[src/rtl/irqagg_pkg.sv]
package irqagg_pkg;
  localparam int NUM_CONV   = 4;
  localparam int ADDR_BITS  = 4;
  localparam int BYTE_BITS  = 8;
  localparam int ID_USED    = 5;
  localparam int VIEW_BIT   = 5;
  localparam int DIO_IDPOS  = 3;
  localparam logic [ADDR_BITS-1:0] SHARED_ADDR = 4'hF;

  // acknowledge address of each converter source
  function automatic logic [ADDR_BITS-1:0] ack_addr(input int src);
    case (src)
      0:       ack_addr = 4'h1;
      1:       ack_addr = 4'h5;
      2:       ack_addr = 4'h9;
      default: ack_addr = 4'hD;
    endcase
  endfunction

  // identification byte position of each converter source
  function automatic int id_pos(input int src);
    case (src)
      0:       id_pos = 0;
      1:       id_pos = 1;
      2:       id_pos = 2;
      default: id_pos = 4;
    endcase
  endfunction
endpackage

[src/rtl/irqagg_flag.sv]
module irqagg_flag (
  input  logic clk,
  input  logic rst,
  input  logic set_i,
  input  logic clr_i,
  output logic flag_o
);
  // set has priority over clear
  always_ff @(posedge clk) begin
    if (rst)        flag_o <= 1'b0;
    else if (set_i) flag_o <= 1'b1;
    else if (clr_i) flag_o <= 1'b0;
  end
endmodule

[src/rtl/irqagg_readport.sv]
module irqagg_readport #(
  parameter int AW = 4,
  parameter int DW = 8,
  parameter logic [AW-1:0] SEL_ADDR = '1
) (
  input  logic          clk,
  input  logic          rst,
  input  logic          rd_en,
  input  logic [AW-1:0] addr,
  input  logic          view_id,
  input  logic [DW-1:0] id_byte,
  input  logic [DW-1:0] alt_byte,
  output logic [DW-1:0] rd_data
);
  logic [DW-1:0] sel_byte;

  always_comb begin
    sel_byte = '0;
    if (addr == SEL_ADDR) sel_byte = view_id ? id_byte : alt_byte;
  end

  always_ff @(posedge clk) begin
    if (rst)        rd_data <= '0;
    else if (rd_en) rd_data <= sel_byte;
  end
endmodule

[src/rtl/board_irq_agg.sv]
module board_irq_agg
  import irqagg_pkg::*;
#(
  parameter int AW = ADDR_BITS,
  parameter int DW = BYTE_BITS,
  parameter int NC = NUM_CONV
) (
  input  logic          clk,
  input  logic          rst,
  input  logic          rd_en,
  input  logic          wr_en,
  input  logic [AW-1:0] addr,
  input  logic [DW-1:0] wr_data,
  output logic [DW-1:0] rd_data,
  input  logic [NC-1:0] conv_req,
  input  logic          dio_pending,
  input  logic [DW-1:0] alt_status,
  output logic          host_irq
);
  logic [NC-1:0] flag;
  logic [NC-1:0] ack_hit;
  logic          dio_q;
  logic          view_q;
  logic [DW-1:0] id_byte;

  for (genvar s = 0; s < NC; s++) begin : g_src
    assign ack_hit[s] = rd_en && (addr == AW'(ack_addr(s)));
    irqagg_flag u_flag (
      .clk   (clk),
      .rst   (rst),
      .set_i (conv_req[s]),
      .clr_i (ack_hit[s]),
      .flag_o(flag[s])
    );
  end

  always_comb begin
    id_byte = '0;
    for (int s = 0; s < NC; s++) id_byte[id_pos(s)] = flag[s];
    id_byte[DIO_IDPOS] = dio_q;
  end

  always_ff @(posedge clk) begin
    if (rst) begin
      dio_q    <= 1'b0;
      view_q   <= 1'b0;
      host_irq <= 1'b0;
    end else begin
      dio_q    <= dio_pending;
      host_irq <= |id_byte[ID_USED-1:0];
      if (wr_en && addr == AW'(SHARED_ADDR)) view_q <= wr_data[VIEW_BIT];
    end
  end

  irqagg_readport #(.AW(AW), .DW(DW), .SEL_ADDR(AW'(SHARED_ADDR))) u_rd (
    .clk     (clk),
    .rst     (rst),
    .rd_en   (rd_en),
    .addr    (addr),
    .view_id (view_q),
    .id_byte (id_byte),
    .alt_byte(alt_status),
    .rd_data (rd_data)
  );
endmodule

[config.mk]
export PLATFORM = sky130hd
export DESIGN_NAME = board_irq_agg
export DESIGN_NICKNAME = d
export VERILOG_FILES = /design/src/rtl/irqagg_pkg.sv /design/src/rtl/irqagg_flag.sv /design/src/rtl/irqagg_readport.sv /design/src/rtl/board_irq_agg.sv
export SDC_FILE = /design/constraint.sdc
export NUM_CORES = 1
export LEC_CHECK = 0
export ABC_AREA = 1
export BUFFER_PORTS_ARGS = -buffer_cell sky130_fd_sc_hd__buf_2
export CAP_MARGIN = 20
export CORE_MARGIN = 3
export CORE_UTILIZATION = 45
export CTS_BUF_LIST = sky130_fd_sc_hd__clkbuf_4
export CTS_CLUSTER_DIAMETER = 40
export CTS_CLUSTER_SIZE = 12
export DETAILED_ROUTE_END_ITERATION = 8
export PLACE_DENSITY_LB_ADDON = 0.1
export SLEW_MARGIN = 0
export SYNTH_ARGS = -nofsm -noshare
export SYNTH_HDL_FRONTEND = slang
export SYNTH_SLANG_ARGS = --single-unit
[constraint.sdc]
create_clock -name clk -period 1.2 [get_ports clk]
set_clock_uncertainty 0.1 [all_clocks]
set_input_delay 0.06 -clock clk [delete_from_list [all_inputs] [get_ports clk]]
set_output_delay 0.06 -clock clk [all_outputs]
set_load 0.1 [all_outputs]
==> impl_metrics.env, run 1 <==
export IMPL_routed_wire_length_per_instance_um=10.7
export IMPL_r2r_worst_path_cells=4
export IMPL_std_cell_rows=13
export IMPL_antenna_diode_count=0
export IMPL_setup_repair_after_global_routing_missed_its_margin="false"
export IMPL_hold_path_class="in2reg"
export IMPL_dp_final_hpwl_um=1170
export IMPL_detail_route_first_pass_iterations=4
export IMPL_timing_critical_path_required_ns=1.32
export IMPL_synth_warning_count=0
export IMPL_setup_viol=0
export IMPL_grt_max_degree=16
export IMPL_max_clock_freq_mhz=900
export IMPL_port_buffer_count=30
export IMPL_number_of_flops_mapped_to_enable_cells_by_yosys=0
export IMPL_synthToLayoutAreaGrowth_pct=60.8
export IMPL_min_delay_worst_endpoint="u_rd.rd_data[1]"
export IMPL_clock_sinks=15
export IMPL_depth_of_the_cts_h_tree=1
export IMPL_post_synth_most_frequent_cells="nand2_1, dfxtp_1, inv_1"
export IMPL_mean_number_of_vias_per_cell=4.74
export IMPL_synth_seq_cells=15
export IMPL_post_cts_setup_buffers=0
export IMPL_setup_tns_final_ns=0
export IMPL_detailedRoute_firstIterationViolations=12
export IMPL_first_global_vias=651
export IMPL_clkTransAtPathRegs_ns=0.09
export IMPL_critical_setup_path_class="reg2reg"
export IMPL_globalplace_congestion=0.766
export IMPL_timing_final_max_slew_violations=0
export IMPL_io_pin_count=38
export IMPL_post_synthesis_instance_area_um2=696
export IMPL_post_synthesis_area_per_instance_um2=7.25
export IMPL_root_buffer="clkbuf_4"
export IMPL_cts_tree="done"
export IMPL_worstHoldPathCells=5
export IMPL_drive_gt1_frac=0.380
export IMPL_dominantRegCellSynth="dfxtp_1"
export IMPL_seq_area_frac_synth=0.432
export IMPL_ir_worst_vdd_v=0.000663
export IMPL_yosys_cell_types_count=16
export IMPL_finalWirelength_um=1630
export IMPL_initial_core_util=0.503
export IMPL_yosysTopAreaCell="dfxtp_1"
export IMPL_hp_start="alt_status[1]"
export IMPL_endpoint_kind="register"
export IMPL_grt_antenna_before_repair=0
export IMPL_vertical_die_dimension_um=45.3
export IMPL_critPathLaunchType="register"
export IMPL_synth_most_common_cell="nand2_1"
export IMPL_synth_area_leaders="dfxtp_1, nand2_1, inv_1, a21oi_2, nand3_1"
export IMPL_placeable_core_region_um2=1380
export IMPL_net_total_in_the_final_layout=167
export IMPL_finalWorstSetupSlack_ns=0.0888
export IMPL_min_period_ns=1.11
export IMPL_critical_path_maximum_fanout=12
export IMPL_synthArstFlopShare=0
export IMPL_post_route_drc_count=0
export IMPL_leakagePower_nw=0.500
export IMPL_cp_data_arrival_time_ns=1.23
export IMPL_globalRoute_totalOverflow=0
export IMPL_power_density_cell_area_nw_per_um2=923
export IMPL_max_cap_violations=0
export IMPL_cts_made_buffers=3
export IMPL_grt_total_usage=0.188
export IMPL_critical_path_reg2reg_endpoint="u_rd.rd_data[3]"
export IMPL_dieWidth_um=45.3
export IMPL_wire_length_of_the_first_global_routing_pass_um=2660
export IMPL_cts_path_max_buffers=2
export IMPL_run_status="complete, no violations"
export IMPL_critical_path_reg2reg_startpoint="view_q"
export IMPL_worstMarginPinSlew_ns=0.375
export IMPL_synth_cells=96
export IMPL_via_count=720
export IMPL_synth_nets=125
export IMPL_timing_final_crit_share=0.926
export IMPL_antenna_violating_nets_post_route=0
export IMPL_total_die_area_um2=2050
export IMPL_r2r_setup_slack_ns=0.09
export IMPL_clk_latency_ns=0.28
export IMPL_placement_setup_worst_slack_ns=0.114
export IMPL_finalHoldViolations=0
export IMPL_synth_top_area_share=0.432
export IMPL_slew_limit_headroom=0.750
-- placed cells by master (no fill, tap or decap) --
| cell | instances |
|---|---|
| a21o_1 | 1 |
| a21oi_1 | 7 |
| a21oi_2 | 6 |
| buf_12 | 9 |
| buf_2 | 21 |
| clkbuf_4 | 4 |
| dfxtp_1 | 7 |
| dfxtp_2 | 8 |
| dlygate4sd3_1 | 10 |
| inv_1 | 14 |
| nand2_1 | 25 |
| nand2_4 | 1 |
| nand3_1 | 8 |
| nor2_1 | 6 |
| nor2_2 | 2 |
| nor2_4 | 1 |
| nor3_1 | 1 |
| o21ai_0 | 1 |
| o21ai_1 | 5 |
-- per-stage QoR --
| step | power [mW] | instances | hold WS [ns] | util | area, um^2 |
|---|---|---|---|---|---|
| 2_1_floorplan | 0.633 | 96 | 0.0224 | - | 706 |
| 3_3_place_gp | 0.702 | 138 | 0.162 | 0.715 | 988 |
| 3_5_place_dp | 0.707 | 138 | 0.176 | 0.715 | 988 |
| 4_1_cts | 1.04 | 152 | 0.00150 | 0.809 | 1120 |
| 5_1_grt | 1.08 | 152 | 0.0328 | 0.809 | 1120 |
| 6_report | 1.03 | 152 | 0.00452 | 0.809 | 1120 |
-- worst max-delay path by stage --
stage               startpoint               to  slack [ns]  cells after the start
finish                  view_q  u_rd.rd_data[3]        0.09                      4
global route            view_q  u_rd.rd_data[3]        0.01                      4
CTS                     view_q  u_rd.rd_data[3]        0.09                      4
detailed placement      view_q  u_rd.rd_data[3]        0.11                      4
global placement        view_q  u_rd.rd_data[1]        0.15                      4
floorplan             host_irq         host_irq        0.13                      0
-- power breakdown --
part           switching [mW]  internal [mW]
clock                   0.160          0.152
combinational           0.103         0.0878
sequential             0.0144          0.515
total                   0.278          0.754
-- state kept, by name (all words and copies together) (netlist names) --
name / cells
g_src.u_flag.flag_o: 4
u_rd.rd_data: 8
view_q: 1
host_irq: 1
dio_q: 1
-- metal layers --
metal,track usage,part of all wire,vias to the layer above
li1,-,-,385
met1,0.210,0.42,309
met2,0.328,0.50,22
met3,0.0359,0.067,4
met4,0.105,0.017,0
met5,0,0,-
-- repair_timing --
item | CTS | global route
hold endpoints to repair | 9 | 0
gates resized for setup | 0 | 0
hold buffers | 10 | 0
-- cell type report --
class,instances,area (um^2)
well taps,15,18.8
repair buffers,40,385
fillers,109,264
flip-flops and latches,15,310
clock buffers,4,30.0
multi-input cells,64,322
inverters,14,52.6
-- kinds of logic (layout without fill, tap and decap cells) --
group	Yosys count	count (layout)	synth area share
flip-flops	15	15	0.432
buffers and inverters	17	58	0.106
AO/OA/AOI/OAI	20	20	0.180
AND/OR/NAND/NOR	44	44	0.282
-- critical path, stage by stage, from the launching register on --
cell	delay (ns)
dfxtp_1	0.55
nand2_1	0.09
o21ai_1	0.09
nand2_1	0.09
a21oi_2	0.13
Power figures use the tool's default switching activity.
==> run 2, diff against run 1 <==
ABC_AREA = unset   (was 1)
CORE_UTILIZATION = 40   (was 45)
SETUP_SLACK_MARGIN = 0.5   (was unset)
==> run 2 against run 1 <==
Effect of this change:
- the flow now finishes with violations (hold timing)
- sequential share of layout area increased by 4.1 points
- die area decreased by 2.5%
- cell area decreased by 3.8%
- synthesized cell count decreased by 33%
- register-to-register slack improved by 0.02 ns
- critical path type unchanged
==> impl_metrics.env, run 2 <==
export IMPL_run_status="finished with violations"
export IMPL_failed_checks="hold timing"
export IMPL_power_density_cell_area_nw_per_um2=924
export IMPL_combinational_family_with_the_most_area_after_synthesis="simple AND/OR/NAND/NOR gates"
export IMPL_seq_area_um2=343
export IMPL_synthArstFlopShare=0
export IMPL_cts_tree="done"
export IMPL_finalWorstSetupSlack_ns=0.113
export IMPL_min_period_ns=1.09
export IMPL_critPathLaunchType="register"
export IMPL_cts_made_buffers=3
export IMPL_clk_latency_ns=0.27
export IMPL_synth_top_area_share=0.500
export IMPL_critical_setup_path_class="reg2reg"
export IMPL_slowest_delay_ns=0.34
export IMPL_finalWirelength_um=1470
export IMPL_vertical_die_dimension_um=44.8
export IMPL_grt_total_usage=0.169
export IMPL_r2r_worst_path_cells=3
export IMPL_slew_limit_headroom=0.643
export IMPL_post_synthesis_instance_area_um2=601
export IMPL_synth_nets=93
export IMPL_placement_setup_worst_slack_ns=0.0385
export IMPL_timing_final_max_slew_violations=0
export IMPL_synth_area_leaders="dfxtp_1, mux2i_1, a22o_1, o21ai_1, nand2_1"
export IMPL_critical_path_top_delay_family="flip-flops"
export IMPL_synth_seq_cells=15
export IMPL_globalplace_congestion=0.710
export IMPL_worstMarginPinSlew_ns=0.533
export IMPL_synth_cells=64
export IMPL_detail_route_first_pass_iterations=4
export IMPL_post_synth_mux_area_share=0.0833
export IMPL_hp_start="dio_pending"
export IMPL_root_buffer="clkbuf_4"
export IMPL_overall_power_after_layout_mw=0.994
export IMPL_cpMaxStageDelayCell="dfxtp_2"
export IMPL_antenna_violating_nets_post_route=0
export IMPL_setup_tns_final_ns=0
export IMPL_critical_path_reg2reg_startpoint="view_q"
export IMPL_min_delay_worst_endpoint="dio_q"
export IMPL_largest_register_ff_count=8
export IMPL_post_synth_most_frequent_cells="dfxtp_1, nand2_1, nor2_1"
export IMPL_hold_path_class="in2reg"
export IMPL_synth_adder_area_share=0
export IMPL_worst_hold_slack_ns=-0.110
export IMPL_critical_path_maximum_fanout=4
export IMPL_std_cell_rows=13
export IMPL_total_die_area_um2=2000
export IMPL_seq_area_frac_synth=0.500
export IMPL_yosys_cell_types_count=22
export IMPL_filler_cell_count=88
export IMPL_r2r_setup_slack_ns=0.11
export IMPL_mostFrequentLayoutCell="buf_2"
export IMPL_number_of_flops_mapped_to_enable_cells_by_yosys=0
export IMPL_cts_path_max_buffers=2
export IMPL_setup_repair_after_global_routing_missed_its_margin="true"
export IMPL_dp_final_hpwl_um=1110
export IMPL_clkTransAtPathRegs_ns=0.08
export IMPL_endpoint_kind="register"
export IMPL_port_buffer_count=30
export IMPL_crit_path_cell_trace="buf_12 -> nor4b_4 -> a22o_1"
export IMPL_timing_final_crit_share=0.906
export IMPL_routed_wire_length_per_instance_um=12.8
export IMPL_footprint_of_the_multi_input_gates_um2=334
export IMPL_first_global_vias=566
export IMPL_grt_antenna_before_repair=0
export IMPL_timing_critical_path_required_ns=1.31
export IMPL_synth_xor_area_frac=0
export IMPL_placeable_core_region_um2=1350
export IMPL_finalHoldViolations=13
export IMPL_dieWidth_um=44.8
export IMPL_grt_max_degree=11
export IMPL_max_clock_freq_mhz=920
export IMPL_wire_length_of_the_first_global_routing_pass_um=2450
export IMPL_mean_number_of_vias_per_cell=5.20
export IMPL_ir_worst_vdd_v=0.000761
export IMPL_clock_sinks=15
export IMPL_depth_of_the_cts_h_tree=1
export IMPL_io_pin_count=38
export IMPL_drive_gt1_frac=0.640
export IMPL_post_route_drc_count=0
export IMPL_antenna_diode_count=0
export IMPL_initial_core_util=0.445
export IMPL_globalRoute_totalOverflow=0
export IMPL_critical_path_n_buffers_inverters=1
export IMPL_top_regs="u_rd.rd_data: 8 flops, g_src.u_flag.flag_o: 4 flops"
export IMPL_synth_most_common_cell="dfxtp_1"
export IMPL_post_synthesis_area_per_instance_um2=9.38
export IMPL_net_total_in_the_final_layout=130
export IMPL_most_frequent_cells_in_the_layout="buf_2, dfxtp_4, buf_12"
export IMPL_max_cap_violations=0
export IMPL_synthToLayoutAreaGrowth_pct=79.2
export IMPL_worstHoldPathCells=2
export IMPL_via_count=598
export IMPL_registers_top_by_ff_count="u_rd.rd_data"
export IMPL_synth_simple_gate_area_share=0.221
export IMPL_setup_viol=0
export IMPL_leakagePower_nw=0.439
export IMPL_yosysTopAreaCell="dfxtp_1"
export IMPL_synth_warning_count=0
export IMPL_cp_data_arrival_time_ns=1.20
export IMPL_critical_path_reg2reg_endpoint="u_rd.rd_data[5]"
export IMPL_dominantRegCellSynth="dfxtp_1"
export IMPL_detailedRoute_firstIterationViolations=6
export IMPL_synth_compound_area_frac=0.154
-- run 2: cell types whose count changed in the layout (fill, tap and decap cells not counted), moves of 3 or more --
cell | previous run | this run
nand2_1 | 25 | 6
dfxtp_4 | 0 | 10
dlygate4sd3_1 | 10 | 0
inv_1 | 14 | 4
nand3_1 | 8 | 1
a21oi_2 | 6 | 0
buf_4 | 0 | 6
dfxtp_1 | 7 | 1
mux2i_1 | 0 | 5
a21oi_1 | 7 | 3
dfxtp_2 | 8 | 4
a22o_1 | 0 | 3
buf_2 | 21 | 18
-- run 2: where the power goes --
part / leakage (nW) / internal (mW) / switching [mW]
sequential: 0.131 / 0.499 / 0.0166
combinational: 0.290 / 0.0792 / 0.0944
clock: 0.0184 / 0.151 / 0.153
-- run 2: layer usage --
layer / vias up / global-route usage / share of wire
met2: 18 / 0.272 / 0.50
met1: 277 / 0.203 / 0.42
met5: - / 0 / 0
met4: 0 / 0.0723 / 0.0068
met3: 2 / 0.0558 / 0.074
li1: 301 / - / -
-- run 2: final cells by class --
cell class	count	area share
multi-input cells	43	0.310
repair buffers	34	0.312
flip-flops and latches	15	0.319
well taps	15	0.0174
clock buffers	4	0.0279
inverters	4	0.0140
-- run 2: per-stage QoR --
step	util	std cells	instance area [um^2]
3_3_place_gp	0.730	108	986
2_1_floorplan	-	64	681
4_1_cts	0.780	115	1050
3_5_place_dp	0.730	108	986
6_report	0.797	115	1080
5_1_grt	0.797	115	1080
-- run 2: worst register-to-register path: cells and delay by family (launching register included) --
family,cells,cell delay (ns)
flops,1,0.34
simple gates,1,0.28
compound gates,1,0.20
buf+inv,1,0.12
-- run 2: worst max path at each step --
| stage | endpoint | slack, ns | startpoint | depth (start not counted) |
|---|---|---|---|---|
| 2_1_floorplan | u_rd.rd_data[5] | 0.22 | view_q | 3 |
| 3_3_place_gp | u_rd.rd_data[1] | 0.09 | addr[2] | 4 |
| 3_5_place_dp | u_rd.rd_data[0] | 0.04 | addr[2] | 4 |
| 4_1_cts | u_rd.rd_data[5] | 0.12 | view_q | 3 |
| 5_1_grt | u_rd.rd_data[6] | 0.07 | view_q | 3 |
| 6_report | u_rd.rd_data[5] | 0.11 | view_q | 3 |
-- run 2: logic make-up (layout without fill, tap and decap cells) --
group / after synthesis / after routing
flops: 15 / 15
compound gates: 15 / 15
simple gates: 23 / 23
mux: 5 / 5
buf+inv: 6 / 42
-- run 2: repair_timing --
item | CTS | global route
pin swaps | 5 | 4
setup buffers | 3 | 0
hold endpoints to repair | 14 | 13
endpoints found under the setup margin | 23 | 23
gates resized for setup | 9 | 6
==> run 3, diff against run 2 <==
GPL_ROUTABILITY_DRIVEN = 1   (was unset)
PLACE_DENSITY = 0.87   (was unset)
PLACE_DENSITY_LB_ADDON = unset   (was 0.1)
==> run 3 against run 2 <==
Effect of this change:
- the run still ends with hold timing left
- hold slack improved by 0.013 ns
- non-clock buffer count unchanged
- critical path depth unchanged
- global-route usage increased by 0.084 points
- total power decreased by 1.4%
- register-to-register slack improved by 0.03 ns
- sequential power about the same
- fmax increased by 2.9%
- largest cell class unchanged
- largest power group unchanged
- highest routed layer unchanged
==> impl_metrics.env, run 3 (same netlist as run 2, synthesis figures left out) <==
export IMPL_initial_core_util=0.445
export IMPL_timing_critical_path_required_ns=1.31
export IMPL_finalHoldViolations=12
export IMPL_power_density_cell_area_nw_per_um2=939
export IMPL_dieWidth_um=44.8
export IMPL_setup_tns_final_ns=0
export IMPL_depth_of_the_cts_h_tree=1
export IMPL_wire_length_of_the_first_global_routing_pass_um=2450
export IMPL_timing_final_crit_share=0.880
export IMPL_vertical_die_dimension_um=44.8
export IMPL_registers_top_by_ff_count="u_rd.rd_data"
export IMPL_clk_latency_ns=0.27
export IMPL_clkTransAtPathRegs_ns=0.09
export IMPL_mostFrequentLayoutCell="buf_2"
export IMPL_cts_tree="done"
export IMPL_most_frequent_cells_in_the_layout="buf_2, dfxtp_4, buf_12, nand2_1, o21ai_1"
export IMPL_dp_final_hpwl_um=1210
export IMPL_footprint_of_the_multi_input_gates_um2=318
export IMPL_mean_number_of_vias_per_cell=5.12
export IMPL_critical_path_maximum_fanout=6
export IMPL_antenna_diode_count=0
export IMPL_filler_cell_count=87
export IMPL_finalWirelength_um=1490
export IMPL_total_die_area_um2=2000
export IMPL_synthToLayoutAreaGrowth_pct=73.7
export IMPL_ir_worst_vdd_v=0.000801
export IMPL_drive_gt1_frac=0.610
export IMPL_seq_area_um2=340
export IMPL_slew_limit_headroom=0.683
export IMPL_run_status="finished with violations"
export IMPL_via_count=589
export IMPL_first_global_vias=601
export IMPL_top_regs="u_rd.rd_data: 8 flops, g_src.u_flag.flag_o: 4 flops"
export IMPL_antenna_violating_nets_post_route=0
export IMPL_endpoint_kind="register"
export IMPL_io_pin_count=38
export IMPL_cts_path_max_buffers=2
export IMPL_leakagePower_nw=0.434
export IMPL_grt_max_degree=11
export IMPL_cp_data_arrival_time_ns=1.17
export IMPL_post_route_drc_count=0
export IMPL_largest_register_ff_count=8
export IMPL_clock_sinks=15
export IMPL_setup_repair_after_global_routing_missed_its_margin="true"
export IMPL_failed_checks="hold timing"
export IMPL_root_buffer="clkbuf_4"
export IMPL_critical_setup_path_class="reg2reg"
export IMPL_std_cell_rows=13
export IMPL_finalInstanceArea_um2=1040
export IMPL_net_total_in_the_final_layout=130
export IMPL_worstMarginPinSlew_ns=0.473
export IMPL_placeable_core_region_um2=1350
export IMPL_globalplace_congestion=0.743
export IMPL_critPathLaunchType="register"
export IMPL_setup_viol=0
export IMPL_timing_final_max_slew_violations=0
export IMPL_max_cap_violations=0
export IMPL_dpl_cell_area_um2=973
export IMPL_max_clock_freq_mhz=947
export IMPL_detailedRoute_firstIterationViolations=6
export IMPL_detail_route_first_pass_iterations=4
export IMPL_routed_wire_length_per_instance_um=12.9
export IMPL_port_buffer_count=30
export IMPL_hold_path_class="in2reg"
export IMPL_globalRoute_totalOverflow=0
export IMPL_grt_total_usage=0.170
export IMPL_worst_hold_slack_ns=-0.0973
export IMPL_grt_antenna_before_repair=0
export IMPL_cts_made_buffers=3
export IMPL_min_period_ns=1.06
[run 3: timing repair]
action                     4_1_cts  5_1_grt
buffers inserted                 2        1
pin swaps                        4        2
setup endpoints to repair       23       23
hold endpoints to repair        14       11
resized for setup                6        2
[run 3: metal layers]
| metal | global-route usage | vias to the layer above | part of all wire |
|---|---|---|---|
| li1 | - | 298 | - |
| met1 | 0.154 | 258 | 0.36 |
| met2 | 0.344 | 27 | 0.54 |
| met3 | 0.0359 | 6 | 0.067 |
| met4 | 0.0783 | 0 | 0.026 |
| met5 | 0 | - | 0 |
[run 3: final timing paths]
kind	slack, ns	depth (start not counted)	startpoint	to
setup reg to reg	0.14	3	view_q	u_rd.rd_data[5]
hold / removal	-0.1	2	dio_pending	dio_q
hold reg to reg	0.38	2	u_rd.rd_data[0]	u_rd.rd_data[0]
setup / recovery	0.14	3	view_q	u_rd.rd_data[5]
[run 3: critical path, cell delays in order (launching register included)]
cell     delay [ns]
dfxtp_2        0.32
buf_6          0.12
nor4b_4        0.26
a22o_1         0.19
[run 3: where the power goes]
part	switching (mW)	internal (mW)	leakage, nW
combinational	0.0920	0.0740	0.284
clock	0.147	0.151	0.0184
sequential	0.0157	0.500	0.131
[run 3: cell type report]
cell class / instances / area share
flip-flops and latches: 15 / 0.326
repair buffers: 34 / 0.308
multi-input cells: 43 / 0.305
clock buffers: 4 / 0.0288
well taps: 15 / 0.0180
inverters: 4 / 0.0144
[run 3: through the flow]
step	instances	util	worst slack [ns]	power [mW]	hold WS, ns
final	115	0.773	0.144	0.980	-0.0973
after global routing	115	0.773	0.0811	1.02	-0.107
after CTS	114	0.762	0.130	0.979	-0.104
after detailed placement	108	0.721	0.0707	0.686	0.176
after global placement	108	0.721	0.112	0.679	0.173
after floorplan	64	-	0.224	0.609	0.0666
